`src/rtl/kwd_pkg.sv`:
```
package kwd_pkg;

    localparam int ADDR_W = 8;
    localparam int DATA_W = 32;
    localparam int CODE_W = 4;
    localparam int ACT_W  = 2;
    localparam int TICK_W = 6;

    localparam logic [ADDR_W-1:0] OFF_RELOAD = 8'h10;
    localparam logic [ADDR_W-1:0] OFF_ACTION = 8'h14;
    localparam logic [ADDR_W-1:0] OFF_MODE   = 8'h18;

    localparam logic [15:0] WR_KEY     = 16'h16AA;
    localparam logic [11:0] RELOAD_KEY = 12'hA57;

    localparam logic [ACT_W-1:0] ACT_SYS_RESET = 2'b01;

    typedef struct packed {
        logic [CODE_W-1:0] code;
        logic              expired;
        logic              en;
    } mode_t;

    // Number of half-second ticks for an interval code.
    function automatic logic [TICK_W-1:0] code_to_ticks(input logic [CODE_W-1:0] code);
        logic [TICK_W-1:0] c6;
        logic [TICK_W-1:0] r;
        c6 = {{(TICK_W-CODE_W){1'b0}}, code};
        if (code == 4'd0)
            r = 6'd1;
        else if (code <= 4'd6)
            r = c6 << 1;
        else if (code <= 4'd11)
            r = (c6 << 2) - 6'd12;
        else
            r = 6'd32;
        return r;
    endfunction

endpackage

```
`src/rtl/kwd_regfile.sv`:
```
module kwd_regfile
    import kwd_pkg::*;
(
    input  logic              clk,
    input  logic              rst,
    input  logic              wr,
    input  logic [ADDR_W-1:0] addr,
    input  logic [DATA_W-1:0] wdata,
    output logic [DATA_W-1:0] rdata,
    input  logic              fire,
    output mode_t             mode,
    output logic [ACT_W-1:0]  action,
    output logic              reload
);

    logic keyed;
    logic hit_reload, hit_action, hit_mode;

    assign keyed      = (wdata[31:16] == WR_KEY);
    assign hit_reload = (addr == OFF_RELOAD);
    assign hit_action = (addr == OFF_ACTION);
    assign hit_mode   = (addr == OFF_MODE);

    assign reload = wr && hit_reload && wdata[0] && (wdata[12:1] == RELOAD_KEY);

    always_ff @(posedge clk) begin
        if (rst) begin
            mode   <= '0;
            action <= '0;
        end else begin
            if (wr && hit_action && keyed)
                action <= wdata[ACT_W-1:0];
            if (fire) begin
                mode.en      <= 1'b0;
                mode.expired <= 1'b1;
            end else if (wr && hit_mode && keyed) begin
                mode.en      <= wdata[0];
                mode.code    <= wdata[7:4];
                mode.expired <= 1'b0;
            end
        end
    end

    always_comb begin
        rdata = '0;
        if (hit_action)
            rdata[ACT_W-1:0] = action;
        else if (hit_mode) begin
            rdata[0]   = mode.en;
            rdata[2]   = mode.expired;
            rdata[7:4] = mode.code;
        end
    end

    AST_NOKEY_MODE_HOLD: assert property (@(posedge clk) disable iff (rst)
        (wr && hit_mode && !keyed && !fire) |=> ($stable(mode.en) && $stable(mode.code)))
        else $error("unkeyed mode write changed mode");

    AST_NOKEY_ACTION_HOLD: assert property (@(posedge clk) disable iff (rst)
        (wr && hit_action && !keyed) |=> $stable(action))
        else $error("unkeyed action write changed action");

    AST_FIRE_CLEARS_EN: assert property (@(posedge clk) disable iff (rst)
        fire |=> (!mode.en && mode.expired))
        else $error("expiry did not clear enable");

endmodule

```
`src/rtl/kwd_prescale.sv`:
```
module kwd_prescale #(
    parameter int HALF_CYC = 12_000_000
) (
    input  logic clk,
    input  logic rst,
    input  logic run,
    input  logic restart,
    output logic tick
);

    localparam int PW = (HALF_CYC > 1) ? $clog2(HALF_CYC) : 1;
    localparam logic [PW-1:0] LAST = PW'(HALF_CYC - 1);

    logic [PW-1:0] pre;

    assign tick = run && (pre == LAST);

    always_ff @(posedge clk) begin
        if (rst || restart || !run || tick)
            pre <= '0;
        else
            pre <= pre + 1'b1;
    end

    AST_TICK_NEEDS_RUN: assert property (@(posedge clk) disable iff (rst)
        !run |=> (pre == '0))
        else $error("prescaler advanced while stopped");

endmodule

```
`src/rtl/kwd_countdown.sv`:
```
module kwd_countdown
    import kwd_pkg::*;
(
    input  logic              clk,
    input  logic              rst,
    input  logic              en,
    input  logic              tick,
    input  logic              reload,
    input  logic [CODE_W-1:0] code,
    output logic [TICK_W-1:0] cnt,
    output logic              lapse
);

    logic [TICK_W-1:0] load_val;

    assign load_val = code_to_ticks(code);
    assign lapse    = tick && !reload && (cnt == 6'd1);

    always_ff @(posedge clk) begin
        if (rst)
            cnt <= 6'd1;
        else if (reload || lapse)
            cnt <= load_val;
        else if (tick)
            cnt <= cnt - 1'b1;
    end

    AST_HOLD_WHEN_OFF: assert property (@(posedge clk) disable iff (rst)
        (!en && !reload) |=> $stable(cnt))
        else $error("countdown moved while disabled");

    AST_NEVER_ZERO: assert property (@(posedge clk) disable iff (rst)
        (cnt != '0))
        else $error("countdown reached zero");

endmodule

```
`src/rtl/kwd_pulse.sv`:
```
module kwd_pulse #(
    parameter int LEN = 16
) (
    input  logic clk,
    input  logic rst,
    input  logic fire,
    output logic active
);

    localparam int CW = $clog2(LEN + 1);
    localparam logic [CW-1:0] LOAD = CW'(LEN);

    logic [CW-1:0] left;

    always_ff @(posedge clk) begin
        if (rst)
            left <= '0;
        else if (fire)
            left <= LOAD;
        else if (left != '0)
            left <= left - 1'b1;
    end

    assign active = (left != '0);

endmodule

```
`src/rtl/kwd_top.sv`:
```
module kwd_top
    import kwd_pkg::*;
#(
    parameter int CLK_HZ     = 24_000_000,
    parameter int RST_CYCLES = 16
) (
    input  logic              clk,
    input  logic              rst,
    input  logic              bus_wr,
    input  logic [ADDR_W-1:0] bus_addr,
    input  logic [DATA_W-1:0] bus_wdata,
    output logic [DATA_W-1:0] bus_rdata,
    output logic              sys_reset_o
);

    localparam int HALF_CYC = (CLK_HZ / 2 > 0) ? CLK_HZ / 2 : 1;

    mode_t             mode;
    logic [ACT_W-1:0]  action;
    logic              reload;
    logic              tick;
    logic              lapse;
    logic              fire;
    logic [TICK_W-1:0] cnt;

    assign fire = lapse && (action == ACT_SYS_RESET);

    kwd_regfile i_regs (
        .clk    (clk),
        .rst    (rst),
        .wr     (bus_wr),
        .addr   (bus_addr),
        .wdata  (bus_wdata),
        .rdata  (bus_rdata),
        .fire   (fire),
        .mode   (mode),
        .action (action),
        .reload (reload)
    );

    kwd_prescale #(.HALF_CYC(HALF_CYC)) i_pre (
        .clk     (clk),
        .rst     (rst),
        .run     (mode.en),
        .restart (reload),
        .tick    (tick)
    );

    kwd_countdown i_cnt (
        .clk    (clk),
        .rst    (rst),
        .en     (mode.en),
        .tick   (tick),
        .reload (reload),
        .code   (mode.code),
        .cnt    (cnt),
        .lapse  (lapse)
    );

    kwd_pulse #(.LEN(RST_CYCLES)) i_pulse (
        .clk    (clk),
        .rst    (rst),
        .fire   (fire),
        .active (sys_reset_o)
    );

    AST_RESET_NEEDS_ACTION: assert property (@(posedge clk) disable iff (rst)
        $rose(sys_reset_o) |-> ($past(action) == ACT_SYS_RESET))
        else $error("reset pulse without system-reset action");

    AST_BADKEY_NO_RELOAD: assert property (@(posedge clk) disable iff (rst)
        (bus_wr && bus_addr == OFF_RELOAD && bus_wdata[12:1] != RELOAD_KEY && !tick)
            |=> $stable(cnt))
        else $error("reload with bad key restarted count");

    AST_RESET_NEEDS_EN: assert property (@(posedge clk) disable iff (rst)
        $rose(sys_reset_o) |-> $past(mode.en))
        else $error("reset pulse while disabled");

endmodule

```
`config.mk`:
```
export PLATFORM = sky130hd
export DESIGN_NAME = kwd_top
export DESIGN_NICKNAME = d
export VERILOG_FILES = /design/src/rtl/kwd_pkg.sv /design/src/rtl/kwd_regfile.sv /design/src/rtl/kwd_prescale.sv /design/src/rtl/kwd_countdown.sv /design/src/rtl/kwd_pulse.sv /design/src/rtl/kwd_top.sv
export SDC_FILE = /design/constraint.sdc
export NUM_CORES = 1
export LEC_CHECK = 0
export BUFFER_PORTS_ARGS = -buffer_cell sky130_fd_sc_hd__buf_2
export CORE_ASPECT_RATIO = 0.9
export CORE_MARGIN = 1
export CORE_UTILIZATION = 40
export DETAILED_ROUTE_END_ITERATION = 10
export PLACE_DENSITY = 0.61
export SLEW_MARGIN = 20
export SYNTH_ARGS = -nofsm -noshare
export SYNTH_HDL_FRONTEND = slang
export SYNTH_HIERARCHICAL = 1
export SYNTH_SLANG_ARGS = --single-unit
```
`constraint.sdc`:
```
create_clock -name clk -period 4.1 [get_ports clk]
set_input_delay 0.82 -clock clk [delete_from_list [all_inputs] [get_ports clk]]
set_output_delay 0.82 -clock clk [all_outputs]
set_load 0.02 [all_outputs]
```
# After elaboration in Yosys (flattened, before gate mapping)
# Index checks and enable logic that the tools add are counted.
[totals]
in_bits = 43
register_bits = 43
word_cells = 63
[op_classes]
magnitude_cmp = 2
add_sub_neg = 4
mux = 16
eq_ne = 8
bitwise_logic = 1
reduce_logical = 24
[op_table]
columns = ["operator", "count"]
rows = [
  ["$mux 6", 5],
  ["$add 24x1->24 const B", 1],
  ["$eq 24x24->1 const B", 1],
  ["$eq 8x5->1 const B", 3],
  ["$eq 16x13->1 const B", 1],
  ["$eq 12x12->1 const B", 1],
  ["$logic_and 1x1->1", 11],
  ["$mux 5", 2],
  ["$mux 4", 2],
  ["$eq 6x1->1 const B", 1],
  ["$reduce_bool 2->1", 3],
  ["$sub 6x1->6 const B", 1],
  ["$sub 6x4->6 const B", 1],
  ["$mux 1", 5],
  ["$reduce_bool 5->1", 1],
  ["$sub 5x1->5 const B", 1],
  ["$le 4x3->1 const B", 1],
  ["$le 4x4->1 const B", 1],
  ["$logic_not 4->1", 1],
  ["$logic_or 1x1->1", 4],
  ["$mux 2", 2],
  ["$eq 2x1->1 const B", 1],
  ["$logic_not 1->1", 2],
  ["$reduce_and 2->1", 1],
  ["other kinds (2)", 2],
]

# Depth between registers and ports, before layout
[depth]
depth_word = 10
ltp_mapped = 13
depth_no_buf = 11

# Modules after synthesis
# Netlist, hierarchy kept.
[by_module_without_submodules]
columns = ["module", "cells_per_inst", "instances", "seq_area_each_um2", "area_each_um2"]
rows = [
  ["kwd_prescale", 138, 1, 480.5, 1217.4],
  ["kwd_regfile", 95, 1, 160.2, 773.2],
  ["kwd_countdown", 63, 1, 120.1, 533.0],
  ["kwd_pulse", 24, 1, 100.1, 222.7],
  ["kwd_top", 1, 1, 0.0, 8.8],
]

# Worst setup path after synthesis
# Ideal clock, no wire load.
[synth_timing]
path_kind = "reg2reg"
from = "register i_pre.pre[9]"
to = "register i_regs/mode[2] (netlist name)"
setup_ps = 130
arrival_time_ps = 2889
setup_slack_ps = 1081
synth_period_minus_slack_ps = 3019
path_stages_with_launch = 13
path_buffers = 2
cell_sequence = "dfxtp_1 > or4b_1 > or4_1 > nor3_2 > buf_4 > buf_4 > nor4b_4 > nor4bb_1 > and3b_1 > inv_1 > and4_4 > nand3_1 > a21oi_1"
[synth_between]
elab_chain_len = 7
[synth_lines]
columns = ["item", "line", "source"]
rows = [
  ["start: declaration", "kwd_prescale.sv:14", "logic [PW-1:0] pre;"],
  ["start signal: assignment", "kwd_prescale.sv:22", "pre <= pre + 1'b1;"],
  ["$eq 24x24->1", "kwd_prescale.sv:16", "assign tick = run && (pre == LAST);"],
  ["$logic_and 1x1->1", "kwd_prescale.sv:16", ""],
  ["named net tick", "kwd_top.sv:21", "logic tick;"],
  ["$logic_and 1x1->1 (2 in series)", "kwd_countdown.sv:17", "assign lapse = tick && !reload && (cnt == 6'd1);"],
  ["named net lapse", "kwd_top.sv:22", "logic lapse;"],
  ["$logic_and 1x1->1", "kwd_top.sv:26", "assign fire = lapse && (action == ACT_SYS_RESET);"],
  ["named net fire", "kwd_top.sv:23", "logic fire;"],
  ["$not 1->1 (no line)", "--", ""],
  ["$reduce_and 2->1 (no line)", "--", ""],
]
# The timed path passes the listed nets, and every way through them passes these cells.
# A chain may end at the register's enable or synchronous reset.

# Worst setup path in the final report
[layout_timing]
from = "register i_pre.pre[9]"
to = "register i_regs/mode[5] (netlist name)"
[layout_between]
elab_chain_len = 7
[layout_lines]
columns = ["item", "line"]
rows = [
  ["$eq 24x24->1", "kwd_prescale.sv:16"],
  ["$logic_and 1x1->1", "kwd_prescale.sv:16"],
  ["named net tick", "kwd_top.sv:21"],
  ["$logic_and 1x1->1 (2 in series)", "kwd_countdown.sv:17"],
  ["named net lapse", "kwd_top.sv:22"],
  ["$logic_and 1x1->1", "kwd_top.sv:26"],
  ["named net fire", "kwd_top.sv:23"],
  ["$not 1->1 (no line)", "--"],
  ["$reduce_and 2->1 (no line)", "--"],
]
# The timed path passes the listed nets, and every way through them passes these cells.

==> metrics <==
drt drc 0; Hold Violations, Final 0; syn_area_per_cell about 8.6 um2; Seq/Total Area, Yosys 31.24%; first-pass GRT wire length a little under 10 mm; Die Wd slightly below 90 um; Die Ht 80.74 um; # hold bufs at CTS 0; # setup viols final 0; worst skew pair latency around 0.30 ns; hold slack 0.4906 ns; I/O Pins 76; Port Buf Inserts between 40 and 50; H-tree lvl count 2; root buf cell clkbuf_8; Tmin final ~3.2 ns; area grow syn2layout 12.26%; Cell Area, Placed between 0.002 and 0.003 mm2; ant diodes 0; Worst IR Drop VDD ~190 uV; worst path arrival time about 3.4 ns; RSZ-0062 raised after global routing false; Routed Antenna Nets 0; CP endpoint kind flip-flop; number of setup buffers added after CTS 0; DIE AREA 0.007224 mm2; total number of vias 2407; clock sinks between 40 and 50; Final Cycle Share 77.62%; Place WS ~0.95 ns; Iter 0 DRT Violations 95; most common cell after layout, fill and taps aside buf_2; Leak Pwr 1.099 nW; initial antenna violation count 0; fmax 314.2 MHz; Routed WL roughly 5.7 mm; commonest cells after routing, fill and taps aside buf_2, dfxtp_1, conb_1; startpoint types flip-flop; Crit Path Max Fanout 7; Slew HR between 30 and 40%; Post-Syn Area 0.002755 mm2; Total GRT Usage between 15 and 20%; critical path class flip-flop to flip-flop; status completed; post-cts resize count 0; fin area a little over 0.003 mm2; hpwl dp 4.166 mm; max-cap viol count 0; Max clock buf depth 2; # rows 28; CTS Buf Count 5; Final Max Tran Viols 0; asr flop ratio synth 0%; initial cell density of the core 41.61%; dpl cells approximately 450; Yosys Warn Count 6; top_reg_cell synth dfxtp_1; largest net degree at the start of global routing 29; Worst Hold Class flip-flop to flip-flop; Power Density 329.3 mW/mm2; setup TNS 0 ns; Syn Inst Count between 300 and 400; vias in the first global route roughly 2200; layout cell share with drive strength beyond 1 23.84%; number of nets in the layout about 410; Worst-path clk slew 0.09 ns; Unique masters post-synth 61; Non-Filler Instances 455; clock skew 0.007191 ns; worst setup margin about 0.9 ns; Least-Margin Pin Slew 0.9874 ns; number of synthesized flops with an enable pin 0; Core Region 0.006621 mm2; Required @ worst endpoint around 4.3 ns; flops & latches, synth between 40 and 50; CTS tree built; remaining global-route overflow 0; routed length per instance approximately 13 um; RePlAce Congestion between 0.8 and 0.9; vias per cell 5.290; 1st-pass router iterations 4
## Yosys cell counts, drive strengths merged (11+ instances only)
cell type | number | area share (%)
nand3 | 14 | 2.7
nor2 | 17 | 2.3
inv | 11 | 1.5
nand4 | 18 | 4.1
or3 | 11 | 2.5
a21oi | 13 | 2.4
o21ai | 21 | 3.8
and3 | 11 | 2.9
nor3 | 21 | 4.0
nand2 | 15 | 2.0
buf | 35 | 9.2
dfxtp | 43 | 31
a211oi | 11 | 4.5
## cells by family (layout without fill, tap and decap cells)
logic type      count (synthesis)  count (layout)  share of synthesized area (%)
simple gates                  145             145                          33.65
compound gates                 60              60                          15.58
buf+inv                        49              69                          11.13
flops                          43              43                          31.24
xor+xnor                       16              16                          5.086
fa+ha+maj                       7               7                          3.179
other cells                     1              25                         0.1361
## final cells by class
| class | count | area [um2] |
|---|---|---|
| fillers | 663 | 3528 |
| multi-input cells | 253 | 1684 |
| flip-flops and latches | 43 | 860.8 |
| repair buffers | 50 | 257.7 |
| well taps | 90 | 112.6 |
| clock buffers | 5 | 68.82 |
| clock inverters | 3 | 67.56 |
| inverters | 11 | 41.29 |
## critical path, stage by stage (launching register included)
cell and delay, ns:
dfxtp_1 0.45, or4b_1 0.45, or4_1 0.51, nor3_4 0.21, nor4b_4 0.29, nor4bb_1 0.33, and3b_1 0.36, inv_1 0.12
nand4_1 0.15, o21ai_0 0.10, a21oi_1 0.15
## where the power goes
part,total (mW),switching (mW),internal (mW)
combinational,0.174,0.0957,0.0786
clock,0.393,0.150,0.243
sequential,0.451,0.0155,0.436
total,1.02,0.261,0.757
## metrics by stage
stage          util (%)  total power [mW]
6_report          46.71             1.019
3_3_place_gp      44.65            0.6328
2_1_floorplan         -            0.6149
4_1_cts           46.71             1.031
3_5_place_dp      44.65            0.6367
5_1_grt           46.71             1.077
## final timing paths
| kind | depth (start not counted) | slack, ns | to | startpoint |
|---|---|---|---|---|
| setup / recovery | 10 | 0.92 | i_regs/mode[5] | i_pre/pre[9] |
| hold / removal | 2 | 0.49 | i_regs/action[1] | i_regs/action[1] |
| setup reg to reg | 10 | 0.92 | i_regs/mode[5] | i_pre/pre[9] |
| hold reg to reg | 2 | 0.49 | i_regs/action[1] | i_regs/action[1] |
## registers in the layout (all words and copies together) (netlist names)
name           cells
i_pre/pre         24
i_regs/mode        6
i_cnt/cnt          6
i_pulse/left       5
i_regs/action      2
## metal layers
metal | global-route usage [%] | wire length, um | vias to the layer above
li1 | - | - | 1226
met1 | 23.65 | 2863 | 1111
met2 | 27.40 | 2566 | 65
met3 | 3.659 | 273 | 5
met4 | 3.651 | 28 | 0
met5 | 0 | 0 | -
(Power assumes the default switching activity.)
